`config.mk`:
```
export PLATFORM = sky130hd
export DESIGN_NAME = fan_tach_meter
export DESIGN_NICKNAME = d
export VERILOG_FILES = /design/src/rtl/fan_tach_pkg.sv /design/src/rtl/fan_tach_sync.sv /design/src/rtl/fan_tach_counter.sv /design/src/rtl/fan_tach_regs.sv /design/src/rtl/fan_tach_meter.sv
export SDC_FILE = /design/constraint.sdc
export NUM_CORES = 1
export LEC_CHECK = 0
export CORE_MARGIN = 5
export CORE_UTILIZATION = 46
export CTS_CLUSTER_SIZE = 12
export DETAILED_ROUTE_END_ITERATION = 16
export DONT_BUFFER_PORTS = 1
export RECOVER_POWER = 100
export SYNTH_ARGS = -nofsm -noshare
export SYNTH_HDL_FRONTEND = slang
export SYNTH_SLANG_ARGS = --single-unit
```
`constraint.sdc`:
```
create_clock -name clk -period 2.13 [get_ports clk]
set_input_delay 0.213 -clock clk [delete_from_list [all_inputs] [get_ports clk]]
set_output_delay 0.213 -clock clk [all_outputs]
set_load 0.05 [all_outputs]
```
`src/rtl/fan_tach_pkg.sv`:
```
`timescale 1ns/1ps
package fan_tach_pkg;
   // register select encodings
   localparam logic SEL_RESULT  = 1'b0;
   localparam logic SEL_PRELOAD = 1'b1;
endpackage

```
`src/rtl/fan_tach_sync.sv`:
```
`timescale 1ns/1ps
module fan_tach_sync #(
   parameter int STAGES = 2
) (
   input  logic clk,
   input  logic rst_n,
   input  logic async_in,
   output logic rise
);
   logic [STAGES-1:0] sr;
   logic              prev;

   always_ff @(posedge clk) begin
      if (!rst_n) begin
         sr   <= '0;
         prev <= 1'b0;
      end else begin
         sr   <= {sr[STAGES-2:0], async_in};
         prev <= sr[STAGES-1];
      end
   end

   assign rise = sr[STAGES-1] & ~prev;

   AST_RISE_SINGLE: assert property (@(posedge clk) disable iff (!rst_n)
      rise |=> !rise);
   AST_RISE_FROM_INPUT: assert property (@(posedge clk) disable iff (!rst_n)
      $rose(rise) |-> $past(async_in, 2));
endmodule

```
`src/rtl/fan_tach_counter.sv`:
```
`timescale 1ns/1ps
module fan_tach_counter #(
   parameter int CNT_W    = 8,
   parameter bit SATURATE = 1'b1
) (
   input  logic             clk,
   input  logic             rst_n,
   input  logic             tick_en,
   input  logic             restart,
   input  logic [CNT_W-1:0] restart_val,
   input  logic             rise,
   input  logic [CNT_W-1:0] reload_val,
   output logic [CNT_W-1:0] cnt
);
   localparam logic [CNT_W-1:0] CNT_MAX = '1;

   logic [CNT_W-1:0] cnt_inc;

   generate
      if (SATURATE) begin : g_sat
         assign cnt_inc = (cnt == CNT_MAX) ? cnt : cnt + CNT_W'(1);
         AST_NO_OVERFLOW: assert property (@(posedge clk) disable iff (!rst_n)
            (!restart && !rise && tick_en && cnt == CNT_MAX) |=> cnt == CNT_MAX);
      end else begin : g_wrap
         assign cnt_inc = cnt + CNT_W'(1);
      end
   endgenerate

   // priority: restart write, then edge reload, then tick
   always_ff @(posedge clk) begin
      if (!rst_n)          cnt <= '0;
      else if (restart)    cnt <= restart_val;
      else if (rise)       cnt <= reload_val;
      else if (tick_en)    cnt <= cnt_inc;
   end

   AST_RESTART_LOAD: assert property (@(posedge clk) disable iff (!rst_n)
      restart |=> cnt == $past(restart_val));
   AST_EDGE_RELOAD: assert property (@(posedge clk) disable iff (!rst_n)
      (rise && !restart) |=> cnt == $past(reload_val));
   AST_IDLE_HOLD: assert property (@(posedge clk) disable iff (!rst_n)
      (!restart && !rise && !tick_en) |=> $stable(cnt));
endmodule

```
`src/rtl/fan_tach_regs.sv`:
```
`timescale 1ns/1ps
module fan_tach_regs
   import fan_tach_pkg::*;
#(
   parameter int CNT_W        = 8,
   parameter int VALID_PULSES = 2
) (
   input  logic             clk,
   input  logic             rst_n,
   input  logic             reg_wr,
   input  logic             reg_sel,
   input  logic [CNT_W-1:0] reg_wdata,
   input  logic             rise,
   input  logic [CNT_W-1:0] cnt_in,
   output logic             pre_wr,
   output logic [CNT_W-1:0] preload,
   output logic [CNT_W-1:0] reg_rdata,
   output logic             meas_valid
);
   // a full period needs an opening edge, so one more edge than periods
   localparam int            EDGES_NEEDED = VALID_PULSES + 1;
   localparam int            EW           = $clog2(EDGES_NEEDED + 1);
   localparam logic [EW-1:0] NEED_V       = EW'(EDGES_NEEDED);

   logic [CNT_W-1:0] result;
   logic [EW-1:0]    edge_cnt;

   assign pre_wr = reg_wr && (reg_sel == SEL_PRELOAD);

   always_ff @(posedge clk) begin
      if (!rst_n) begin
         preload  <= '0;
         result   <= '0;
         edge_cnt <= '0;
      end else if (pre_wr) begin
         preload  <= reg_wdata;
         edge_cnt <= '0;
      end else if (rise) begin
         result <= cnt_in;
         if (edge_cnt != NEED_V) edge_cnt <= edge_cnt + EW'(1);
      end
   end

   assign meas_valid = (edge_cnt == NEED_V);
   assign reg_rdata  = (reg_sel == SEL_PRELOAD) ? preload : result;

   AST_RESULT_LATCH: assert property (@(posedge clk) disable iff (!rst_n)
      (rise && !pre_wr) |=> result == $past(cnt_in));
   AST_RESULT_HOLD: assert property (@(posedge clk) disable iff (!rst_n)
      !(rise && !pre_wr) |=> $stable(result));
   AST_PRELOAD_STORE: assert property (@(posedge clk) disable iff (!rst_n)
      pre_wr |=> preload == $past(reg_wdata));
   AST_RESULT_READONLY: assert property (@(posedge clk) disable iff (!rst_n)
      (reg_wr && reg_sel == SEL_RESULT) |=> $stable(preload));
   AST_VALID_DROP: assert property (@(posedge clk) disable iff (!rst_n)
      pre_wr |=> !meas_valid);
   AST_VALID_STICKY: assert property (@(posedge clk) disable iff (!rst_n)
      (meas_valid && !pre_wr) |=> meas_valid);
endmodule

```
`src/rtl/fan_tach_meter.sv`:
```
`timescale 1ns/1ps
module fan_tach_meter #(
   parameter int CNT_W        = 8,
   parameter int SYNC_STAGES  = 2,
   parameter int VALID_PULSES = 2,
   parameter bit SATURATE     = 1'b1
) (
   input  logic             clk,
   input  logic             rst_n,
   input  logic             tick_en,
   input  logic             tach_in,
   input  logic             reg_sel,
   input  logic             reg_wr,
   input  logic [CNT_W-1:0] reg_wdata,
   output logic [CNT_W-1:0] reg_rdata,
   output logic             meas_valid
);
   if (CNT_W < 2) begin : g_bad_width
      $error("fan_tach_meter: CNT_W must be at least 2");
   end
   if (SYNC_STAGES < 2) begin : g_bad_sync
      $error("fan_tach_meter: SYNC_STAGES must be at least 2");
   end
   if (VALID_PULSES < 1) begin : g_bad_valid
      $error("fan_tach_meter: VALID_PULSES must be at least 1");
   end

   logic             rise;
   logic             pre_wr;
   logic [CNT_W-1:0] preload;
   logic [CNT_W-1:0] cnt;

   fan_tach_sync #(.STAGES(SYNC_STAGES)) u_sync (
      .clk      (clk),
      .rst_n    (rst_n),
      .async_in (tach_in),
      .rise     (rise)
   );

   fan_tach_counter #(.CNT_W(CNT_W), .SATURATE(SATURATE)) u_cnt (
      .clk         (clk),
      .rst_n       (rst_n),
      .tick_en     (tick_en),
      .restart     (pre_wr),
      .restart_val (reg_wdata),
      .rise        (rise),
      .reload_val  (preload),
      .cnt         (cnt)
   );

   fan_tach_regs #(.CNT_W(CNT_W), .VALID_PULSES(VALID_PULSES)) u_regs (
      .clk        (clk),
      .rst_n      (rst_n),
      .reg_wr     (reg_wr),
      .reg_sel    (reg_sel),
      .reg_wdata  (reg_wdata),
      .rise       (rise),
      .cnt_in     (cnt),
      .pre_wr     (pre_wr),
      .preload    (preload),
      .reg_rdata  (reg_rdata),
      .meas_valid (meas_valid)
   );
endmodule

```
==> flow_summary_export.csv <==
group,metric,value,unit
global_route,grt_remaining_overflow,0,
floorplanning,initial_core_util,0.477,
logic_synthesis,yosysWarnings,0,
power,peakVddDrop,0.371,mV
route,wl,3.58,mm
clocking,htree_levels,2,
sta,worstMarginPinSlew,0.759,ns
logic_synthesis,syn_inst,175,
worst_setup_path,cp_cell_sequence,"ha_1 -> nand3_1 -> o21ai_1 -> nand2_1 -> a311oi_1",
worst_setup_path,arrival,2.07,ns
route,vias,1288,
global_route,grt_pass1_vias,1244,
route,ant_nets,0,
power,power_leakage,0.596,nW
sta,grt_setup_unrepaired,"no",
worst_setup_path,critPathSlowestCell,"o21ai_1",
hold_path,hold_path_class,"primary input to flip-flop",
floorplanning,pin_count,23,
placed_design,dpl_cell_area,0.00148,mm^2
clocking,post-cts-setup-buffers,0,
worst_setup_path,r2r_slack,0.30,ns
clocking,cts_max_path_buffers,2,
outcome,status,"complete, no violations",
logic_synthesis,syn-cell-area,0.00146,mm^2
route,detail_route.wl_per_cell,15.9,um
logic_synthesis,synth_area_leader_cell,"dfxtp_1",
hold_path,worstHoldPathCells,2,
global_route,gr-usage-all-layers,0.183,
layout,stdcell_area,0.00159,mm^2
sta,period_share,0.860,
worst_setup_path,crit_path_max_fanout,7,
worst_setup_path,crit_buf_inv,0,
sta,fmax,546,MHz
worst_setup_path,cp_slowest_stage_delay,0.48,ns
placed_design,dp_slack,0.396,ns
floorplanning,dieArea,0.00439,mm^2
sta,maxSlewHeadroom,0.493,
layout,antennaDiodeCount,0,
logic_synthesis,ys_ff_latch,29,
logic_synthesis,yosysMostFrequentCell,"nand2_1",
logic_synthesis,synth_edf_count,0,
global_route,grt_pass1_wl,5.98,mm
sta,hold_viol_final,0,
clocking,clock-root-buffer,"clkbuf_4",
sta,setup-tns-final,0,ns
sta,skew,0.00354,ns
sta,drv_slew,0,
worst_setup_path,r2r-end,"u_cnt.cnt[6]",
logic_synthesis,synthFlopType,"dfxtp_1",
worst_setup_path,endpoint_kind,"flip-flop",
logic_synthesis,yosys-top-cells-area,"dfxtp_1 40%, nand2_1 9.8%, a21oi_1 6.9%",
logic_synthesis,synth_top_area_frac,0.399,
layout,drive_above_1_share,0.0773,
route,drt_iter0_drc,66,
sta,worst_slack,0.299,ns
floorplanning,die_w,66.2,um
worst_setup_path,r2r-start,"u_cnt.cnt[0]",
logic_synthesis,synth_commonest_cells,"38 x nand2_1, 29 x dfxtp_1, 20 x a21oi_1, 9 x nand3_1, 8 x mux2_2",
worst_setup_path,required,2.37,ns
sta,min_period,1.83,ns
sta,setup_viol,0,
layout,fin_nets,196,
floorplanning,fp.dieH,66.2,um
global_route,grt_start_max_net_pins,25,
logic_synthesis,synth.distinct_cells,41,
sta,hold_ws,0.0207,ns
power,finalPower,1.21,mW
floorplanning,rows,20,
run,cap_violations,0,
logic_synthesis,syn_avg_cell_area,8.32,um^2
placed_design,globalplace.congestion,0.903,
route,drc,0,
floorplanning,fp.coreArea,0.00305,mm^2
worst_setup_path,crit_type,"flip-flop to flip-flop",
placed_design,io_buffers,0,
route,first_pass_iters,4,
hold_path,min_from,"reg_wdata[1]",
global_route,antenna_found_initial,0,
hold_path,hold_end,"u_regs.preload[1]",
logic_synthesis,syn-num-nets,191,
placed_design,hpwl,2.59,mm
worst_setup_path,cp-start-kind,"flip-flop",
route,via_per_inst,5.72,
clocking,cts_tree,"done",
worst_setup_path,r2r_cells,5,
worst_setup_path,critPathTopFamily,"compound AO/OA/AOI/OAI gates",
clocking,ctsHoldBuffers,4,
clocking,clk_latency,0.33,ns
clocking,ctsResizeCount,0,
clocking,clock-sinks,29,
power,p_per_area,762,mW/mm^2
clocking,cts_inserted_buffers,5,
clocking,clkTransAtPathRegs,0.10,ns
logic_synthesis,async_reset_ff_frac,0,
logic_synthesis,seq_area_frac_synth,0.399,
layout,syn_to_final_growth,8.94,%
placed cells by master, fill, tap and decap left out, types with 3 or more instances in the layout:
master,netlist,routed
inv_1,3,3
mux2_1,0,8
nand4_1,3,3
clkbuf_4,0,5
buf_4,2,3
and2_1,4,3
nand2_1,38,38
a21oi_1,20,20
o21ai_0,5,5
nor2_1,7,7
dlygate4sd3_1,0,4
o21a_1,3,3
nand3_1,9,10
nor3_1,3,3
o211ai_1,3,3
dfxtp_1,29,29
worst max path at each step:
stage | startpoint | end | slack [ns] | depth (start not counted)
finish | u_cnt.cnt[0] | u_cnt.cnt[6] | 0.30 | 5
global route | u_cnt.cnt[0] | u_cnt.cnt[5] | 0.09 | 5
CTS | u_cnt.cnt[0] | u_cnt.cnt[6] | 0.37 | 5
detailed placement | u_cnt.cnt[0] | u_cnt.cnt[6] | 0.40 | 5
global placement | u_cnt.cnt[0] | u_cnt.cnt[6] | 0.45 | 5
floorplan | u_cnt.cnt[0] | u_cnt.cnt[6] | 0.55 | 5
layer usage:
layer	share of wire	vias up	GRT usage
met4	0.020	0	0.0761
met1	0.46	602	0.242
li1	-	634	-
met3	0.075	7	0.0595
met2	0.44	45	0.270
met5	0	-	0
registers in the layout, indices dropped and copies added (netlist names):
register and flops:
u_cnt.cnt 8, u_regs.preload 8, u_regs.result 8, u_regs.edge_cnt 2, u_sync.sr 2, u_sync.prev 1
where the power goes:
part	internal, mW	switching, mW
Clock	0.280	0.200
Sequential	0.566	0.0235
Combinational	0.0523	0.0857
Total	0.898	0.310
stage by stage:
stage	std cells	utilization
6_report	225	0.519
5_1_grt	225	0.519
4_1_cts	225	0.525
3_5_place_dp	213	0.484
3_3_place_gp	213	0.484
2_1_floorplan	175	-
kinds of logic (layout without fill, tap and decap cells):
logic type | count (synthesis) | in the layout | share of synthesized area
flip-flops | 29 | 29 | 0.399
multiplexers | 10 | 10 | 0.0757
adder cells (fa/ha/maj) | 2 | 2 | 0.0172
XOR/XNOR | 1 | 1 | 0.00602
AND/OR/NAND/NOR | 73 | 73 | 0.240
buffers and inverters | 13 | 19 | 0.0516
AO/OA/AOI/OAI | 47 | 47 | 0.211
worst register-to-register path, delay by kind of cell, from the launching register on:
family | cells | cell delay (ns)
compound gates | 2 | 0.72
fa+ha+maj | 1 | 0.24
flops | 1 | 0.44
simple gates | 2 | 0.34
area by class of cell:
cell class / instances / area (um^2)
clock buffers: 7 / 55.1
clock inverters: 1 / 30.0
fillers: 319 / 1470
inverters: 3 / 11.3
multi-input cells: 133 / 787
flip-flops and latches: 29 / 581
well taps: 44 / 55.1
repair buffers: 8 / 66.3
No activity file was read; power rests on OpenSTA's default activity.
